**src/rtl/subcs_pkg.sv**
```systemverilog
package subcs_pkg;
  localparam int CAP_W   = 2;
  localparam int START_W = 4;
  localparam int CFG_W   = 1 + CAP_W + START_W;

  typedef enum logic [CAP_W-1:0] {
    CAP_32M  = 2'b00,
    CAP_64M  = 2'b01,
    CAP_128M = 2'b10,
    CAP_256M = 2'b11
  } cap_code_e;

  typedef struct packed {
    logic                area2;
    cap_code_e           cap;
    logic [START_W-1:0]  start;
  } subcs_cfg_t;
endpackage

```
**src/rtl/subcs_cfg_reg.sv**
```systemverilog
module subcs_cfg_reg
  import subcs_pkg::*;
#(
  parameter int DATA_W = 16
) (
  input  logic              clk,
  input  logic              por_rst_i,
  input  logic              man_rst_i,
  input  logic              standby_i,
  input  logic              sel_i,
  input  logic              we_i,
  input  logic [1:0]        be_i,
  input  logic [DATA_W-1:0] wdata_i,
  output logic [DATA_W-1:0] rdata_o,
  output subcs_cfg_t        cfg_o
);
  logic       wr_lo;
  subcs_cfg_t cfg_q;

  assign wr_lo = sel_i & we_i & be_i[0];

  // Reserved write bits, the upper byte strobe, manual reset and standby
  // intentionally reach no storage.
  logic unused_inputs;
  assign unused_inputs = ^{wdata_i[DATA_W-1:CFG_W], be_i[1], man_rst_i, standby_i};

  always_ff @(posedge clk) begin
    if (por_rst_i) begin
      cfg_q <= '0;
    end else if (wr_lo) begin
      cfg_q <= subcs_cfg_t'(wdata_i[CFG_W-1:0]);
    end
  end

  assign cfg_o   = cfg_q;
  assign rdata_o = sel_i ? DATA_W'(cfg_q) : '0;

  // anything but a low-byte write leaves the configuration intact
  p_hold_r2: assert property (@(posedge clk) disable iff (por_rst_i)
    !wr_lo |=> $stable(cfg_q));

  // a low-byte write lands on the next cycle
  p_load_r4: assert property (@(posedge clk) disable iff (por_rst_i)
    wr_lo |=> (cfg_q == $past(wdata_i[CFG_W-1:0])));
endmodule

```
**src/rtl/subcs_addr_match.sv**
```systemverilog
module subcs_addr_match
  import subcs_pkg::*;
#(
  parameter int ADDR_W = 26
) (
  input  logic              clk,
  input  logic              por_rst_i,
  input  logic [ADDR_W-1:0] addr_i,
  input  subcs_cfg_t        cfg_i,
  output logic              hit_o
);
  localparam int FIELD_LSB = ADDR_W - START_W;

  logic [START_W-1:0] cmp_en;
  logic [START_W-1:0] diff;

  for (genvar i = 0; i < START_W; i++) begin : g_bit
    // Bit i of the start field (address bit FIELD_LSB+i) is compared only
    // when it lies at or above the window size chosen by the capacity code.
    assign cmp_en[i] = ($unsigned(i) >= 32'(cfg_i.cap));
    assign diff[i]   = addr_i[FIELD_LSB+i] ^ cfg_i.start[i];
  end

  assign hit_o = ~|(diff & cmp_en);

  // in the largest window only the top address bit decides
  p_top_only_r6: assert property (@(posedge clk) disable iff (por_rst_i)
    ((cfg_i.cap == CAP_256M) && (addr_i[ADDR_W-1] == cfg_i.start[START_W-1])) |-> hit_o);
endmodule

```
**src/rtl/subcs_pin_mux.sv**
```systemverilog
module subcs_pin_mux #(
  parameter int MODE_W = 2
) (
  input  logic [MODE_W-1:0] mode_i,
  input  logic              subcs_n_i,
  input  logic              port_dout_i,
  output logic              pin_o
);
  always_comb begin
    if (mode_i == '0) pin_o = subcs_n_i;
    else              pin_o = port_dout_i;
  end
endmodule

```
**src/rtl/mem_subcs_dec.sv**
```systemverilog
module mem_subcs_dec
  import subcs_pkg::*;
#(
  parameter int ADDR_W = 26,
  parameter int DATA_W = 16,
  parameter int MODE_W = 2
) (
  input  logic              clk,
  input  logic              por_rst_i,
  input  logic              man_rst_i,
  input  logic              standby_i,
  input  logic              reg_sel_i,
  input  logic              reg_we_i,
  input  logic [1:0]        reg_be_i,
  input  logic [DATA_W-1:0] reg_wdata_i,
  output logic [DATA_W-1:0] reg_rdata_o,
  input  logic [ADDR_W-1:0] bus_addr_i,
  input  logic              cs0_n_i,
  input  logic              cs2_n_i,
  input  logic [MODE_W-1:0] port_mode_i,
  input  logic              port_dout_i,
  output logic              pin_o
);
  subcs_cfg_t cfg;
  logic       hit;
  logic       area_act;
  logic       subcs_n;

  subcs_cfg_reg #(.DATA_W(DATA_W)) u_cfg (
    .clk       (clk),
    .por_rst_i (por_rst_i),
    .man_rst_i (man_rst_i),
    .standby_i (standby_i),
    .sel_i     (reg_sel_i),
    .we_i      (reg_we_i),
    .be_i      (reg_be_i),
    .wdata_i   (reg_wdata_i),
    .rdata_o   (reg_rdata_o),
    .cfg_o     (cfg)
  );

  subcs_addr_match #(.ADDR_W(ADDR_W)) u_match (
    .clk       (clk),
    .por_rst_i (por_rst_i),
    .addr_i    (bus_addr_i),
    .cfg_i     (cfg),
    .hit_o     (hit)
  );

  assign area_act = cfg.area2 ? ~cs2_n_i : ~cs0_n_i;
  assign subcs_n  = ~(area_act & hit);

  subcs_pin_mux #(.MODE_W(MODE_W)) u_mux (
    .mode_i      (port_mode_i),
    .subcs_n_i   (subcs_n),
    .port_dout_i (port_dout_i),
    .pin_o       (pin_o)
  );

  // with both area strobes idle the select stays high
  p_idle_high_r7: assert property (@(posedge clk) disable iff (por_rst_i)
    (cs0_n_i && cs2_n_i) |-> subcs_n);

  // any non-zero mode passes the port value to the pin
  p_port_pass_r8: assert property (@(posedge clk) disable iff (por_rst_i)
    (port_mode_i != '0) |-> (pin_o == port_dout_i));

  // the area 2 strobe cannot assert the select while area 0 is chosen
  p_area_r5: assert property (@(posedge clk) disable iff (por_rst_i)
    (!cfg.area2 && cs0_n_i) |-> subcs_n);
endmodule

```
**config.mk**
```make
export PLATFORM = sky130hd
export DESIGN_NAME = mem_subcs_dec
export DESIGN_NICKNAME = d
export VERILOG_FILES = /design/src/rtl/subcs_pkg.sv /design/src/rtl/subcs_cfg_reg.sv /design/src/rtl/subcs_addr_match.sv /design/src/rtl/subcs_pin_mux.sv /design/src/rtl/mem_subcs_dec.sv
export SDC_FILE = /design/constraint.sdc
export NUM_CORES = 1
export LEC_CHECK = 0
export CAP_MARGIN = 20
export CELL_PAD_IN_SITES_DETAIL_PLACEMENT = 1
export CELL_PAD_IN_SITES_GLOBAL_PLACEMENT = 2
export CORE_ASPECT_RATIO = 0.8
export CORE_UTILIZATION = 23
export CTS_CLUSTER_DIAMETER = 50
export CTS_CLUSTER_SIZE = 8
export DETAILED_ROUTE_END_ITERATION = 7
export DONT_BUFFER_PORTS = 1
export GPL_ROUTABILITY_DRIVEN = 0
export PLACE_DENSITY_LB_ADDON = 0.1
export SLEW_MARGIN = 20
export SYNTH_ARGS = -nofsm -noshare
export SYNTH_HDL_FRONTEND = slang
export SYNTH_SLANG_ARGS = --single-unit
export TNS_END_PERCENT = 10
```
**constraint.sdc**
```tcl
create_clock -name clk -period 1.44 [get_ports clk]
set_input_delay 0.288 -clock clk [delete_from_list [all_inputs] [get_ports clk]]
set_output_delay 0.288 -clock clk [all_outputs]
set_load 0.05 [all_outputs]
```
# Yosys cells after proc, flatten, opt, wreduce, memory -nomap -nowiden
# Cells that the tools add are included.
# W data, S select, Z words.
[totals]
output_inout_bits = 17
elab_cells = 23
regBits = 7
[classes]
magnitude_cmp = 3
n_bitwise = 11
mux = 3
reduce_logical = 3
[ops]
columns = ["op", "count"]
rows = [
  ["$mux W7", 1],
  ["$and A4 B4 Y4", 1],
  ["$ge A1 B2 Y1 const A", 2],
  ["$reduce_or A4 Y1", 1],
  ["$xor A1 B1 Y1", 4],
  ["$and A1 B1 Y1", 3],
  ["$not A1 Y1", 3],
  ["$ge A2 B2 Y1 const A", 1],
  ["$logic_not A2 Y1", 1],
  ["$mux W1", 2],
  ["$logic_not A1 Y1", 1],
]

# Depth between registers and ports, before layout
[logic_depth]
ltp_word = 7
depth_mapped = 4

# Cells and area by module
# Synthesis repeated with hierarchy kept, for this count alone.
[hier_totals]
hier_cells = 60
area_unflattened_um2 = 533.0
[by_module_without_submodules]
columns = ["mod", "instances", "cells_per_inst", "area_each_um2"]
rows = [
  ["subcs_cfg_reg", 1, 48, 442.9],
  ["subcs_addr_match", 1, 8, 61.3],
  ["subcs_pin_mux", 1, 2, 15.0],
  ["mem_subcs_dec", 1, 2, 13.8],
]

# Worst setup path before layout
# Ideal clock, no wire load.
[synth_timing]
kind = "register to output"
from = "register u_cfg.cfg_q (netlist bit u_cfg.cfg_o[2])"
to = "output port pin_o"
required_time_ps = 1152
path_stages_with_launch = 5
arrival_ps = 1445
slack_ps = -293
cell_sequence = "dfxtp_1 -> xnor2_1 -> a21oi_1 -> a2111oi_2 -> a31oi_1"
[synth_between]
elab_chain_len = 7
[synth_lines]
columns = ["element", "line", "rtl"]
rows = [
  ["from (decl)", "subcs_cfg_reg.sv:18", "subcs_cfg_t cfg_q;"],
  ["from (signal assigned)", "subcs_cfg_reg.sv:31", "cfg_q <= subcs_cfg_t'(wdata_i[CFG_W-1:0]);"],
  ["$xor A1 B1 Y1", "subcs_addr_match.sv:21", "assign diff[i] = addr_i[FIELD_LSB+i] ^ cfg_i.start[i];"],
  ["$and A4 B4 Y4", "subcs_addr_match.sv:24", "assign hit_o = ~|(diff & cmp_en);"],
  ["$reduce_or A4 Y1", "subcs_addr_match.sv:24", ""],
  ["$logic_not A1 Y1", "subcs_addr_match.sv:24", ""],
  ["$and A1 B1 Y1", "mem_subcs_dec.sv:51", "assign subcs_n = ~(area_act & hit);"],
  ["$not A1 Y1", "mem_subcs_dec.sv:51", ""],
  ["$mux W1", "subcs_pin_mux.sv:10", "if (mode_i == '0) pin_o = subcs_n_i;"],
  ["to (decl)", "mem_subcs_dec.sv:22", "output logic pin_o"],
]
# Every way passes these cells.

# Worst setup path in the final report
[layout_timing]
from = "register u_cfg.cfg_q (netlist bit u_cfg.cfg_o[3])"
to = "output port pin_o"
# Same word-level chain as after synthesis.

==> run summary <==
failing checks -> negative setup slack
cts hold-fix bufs -> 0
Skew-Pair Late Insertion Delay -> 0.24 ns
initial antenna violation count -> 0
hold crit path type -> input port to flip-flop
sequential power share -> 41.1%
GR Overflow Total -> 0
critical path arrival -> 1.39 ns
clock slew at reported path FFs -> 0.05 ns
switching power -> 0.1670 mW
Setup CP Type -> flip-flop to output port
total power -> 0.5041 mW
RSZ-0062 raised after global routing -> yes
hpwl dp -> 866.1 um
ANT cells -> 0
async set-reset flop share out of synthesis -> 0%
I/O pin count -> 72
Final WS setup -> -0.2361 ns
Yosys reg bits -> 7
Synth Warn # -> 0
clock group share of total power -> 34.1%
TritonCTS clock tree -> built
vias per inst -> 4.310
total CTS buffers -> 3
Peak Freq -> 596.6 MHz
layout cells sized above 1 -> 27.42%
Setup violations, final -> 1
Initial DRC Count -> 2
Layout Nets -> 118
Total GRT Usage -> 10.14%
DR vias -> 362
fillcell total -> 211
Core Box Area -> 1724 um2
GRT busiest layer -> met2
Area contributors post-synth -> dfxtp_1 (31%), mux2i_1 (16%), buf_4 (15%)
CP max FO -> 2
P_leak -> 0.2721 nW
Net Sw Frac -> 33.13%
CP Capture Type -> output port
Setup Fix Bufs, Post-CTS -> 0
area leader, netlist -> dfxtp_1
outcome -> complete, but fails checks
clock root buffer -> clkbuf_4
Post-synth top flop -> dfxtp_1
number of enable flip-flop cells after synthesis -> 0
Yosys cell types -> 16
Die H -> 41.53 um
CP required -> 1.15 ns
Post-Syn Instances -> 51
Avg Inst Size Synth -> 8.807 um2
post-synthesis sequential area ratio -> 31.20%
top cells by count, synth -> buf_4 (9), nor2_1 (9), dfxtp_1 (7), mux2i_1 (7), and2_1 (6)
routed len/inst -> 11.44 um
period utilization -> 116.4%
Reg2Reg Setup Slack -> 0.71 ns
H-Tree Depth -> 1
Pint -> 0.3371 mW
met1 Resource Use GR -> 11.04%
WL final -> 961 um
die width -> 51.41 um
Fin. Hold Viols -> 0
Fin Clk Skew -> 0 ns
Max Transition Viols Final -> 0
PortBufs -> 0
first-pass GRT wire length -> 1642 um
Final Util -> 31.49%
Starting Density -> 26.05%
Rows -> 13
CP startpoint kind -> flip-flop
die area -> 2135 um2
GR Util met3 -> 4.396%
Non-Filler Instances -> 84
GRT met2 Usage -> 16.62%
DRC violations left -> 0
min cycle time layout -> 1.676 ns
pwr/cell area -> 928.3 nW/um2
buffer levels on the longest clock path -> 2
max FFs per register -> 7
vias in the first global route -> 381
First-pass DRT Iterations -> 3
Peak VDD IR -> 321.5 uV
CTS Sinks -> 7
final antenna-violating net count -> 0
largest net degree at the start of global routing -> 9
Yosys top cell area share -> 31.20%
area delta synth->final -> 20.89%
placed cell count -> 80
Max-cap violations -> 0
Comb pwr share -> 24.8%
Syn Std Cell Area -> 449.2 um2
Hold Slack -> 0.1042 ns
==> through the flow <==
| stage | TNS [ns] | setup slack [ns] | area (um2) |
|---|---|---|---|
| floorplan | 0 | 0.01893 | 494.2 |
| global route | -0.2776 | -0.2776 | 543.0 |
| global placement | -0.01154 | -0.01154 | 514.2 |
| finish | -0.2361 | -0.2361 | 543.0 |
| CTS | -0.2547 | -0.2547 | 541.8 |
| detailed placement | -0.006243 | -0.006243 | 514.2 |
==> critical path, stage by stage (launching register included) <==
cell	delay, ns
dfxtp_2	0.32
xor2_1	0.14
a2111oi_2	0.43
a31oi_4	0.25
==> worst paths after layout <==
kind                                                  start                          end  cells after the start
worst min register to register  u_cfg.cfg_o[0]$_SDFFE_PP0P_  u_cfg.cfg_o[0]$_SDFFE_PP0P_                      2
worst min-delay path                              por_rst_i  u_cfg.cfg_o[3]$_SDFFE_PP0P_                      1
worst max-delay path            u_cfg.cfg_o[3]$_SDFFE_PP0P_                        pin_o                      3
worst max register to register  u_cfg.cfg_o[3]$_SDFFE_PP0P_  u_cfg.cfg_o[3]$_SDFFE_PP0P_                      3
==> power by group through the flow <==
stage          sequential (mW)  combinational (mW)  clock (mW)
2_1_floorplan            0.209               0.132           0
3_3_place_gp             0.211               0.124           0
3_5_place_dp             0.211               0.126           0
4_1_cts                  0.207               0.126       0.181
5_1_grt                  0.208               0.132       0.193
6_report                 0.207               0.125       0.172
==> placed cells by master (no fill, tap or decap), drive strengths merged, types with 3 or more instances in the layout <==
cell / synthesis / routed
and2: 7 / 7
buf: 9 / 8
clkbuf: 0 / 4
conb: 1 / 9
dfxtp: 7 / 7
mux2i: 7 / 7
nor2: 9 / 9
xnor2: 3 / 3
==> layout make-up <==
class | instances | area (um2) | area share [%]
Tap cell | 22 | 27.53 | 5.069
Clock buffer | 4 | 26.28 | 4.839
Sequential cell | 7 | 142.6 | 26.27
Multi-Input combinational cell | 43 | 286.5 | 52.76
Timing Repair Buffer | 8 | 60.06 | 11.06
==> what timing repair did <==
action | in CTS | in global routing
setup endpoints to repair | 1 | 1
pin swaps | 1 | 1
resized for setup | 1 | 2
==> metal layers <==
layer,up-vias,share of wire [%]
li1,171,-
met1,170,42
met2,19,47
met3,2,10
met4,0,0.42
met5,-,0
==> cell families after synthesis <==
| family | count (synthesis) | synth area share (%) |
|---|---|---|
| multiplexers | 7 | 15.60 |
| flip-flops | 7 | 31.20 |
| XOR/XNOR | 4 | 7.801 |
| AND/OR/NAND/NOR | 19 | 22.57 |
| buffers and inverters | 9 | 15.04 |
| other | 1 | 0.8349 |
| AO/OA/AOI/OAI | 4 | 6.962 |
(Power assumes the default switching activity.)
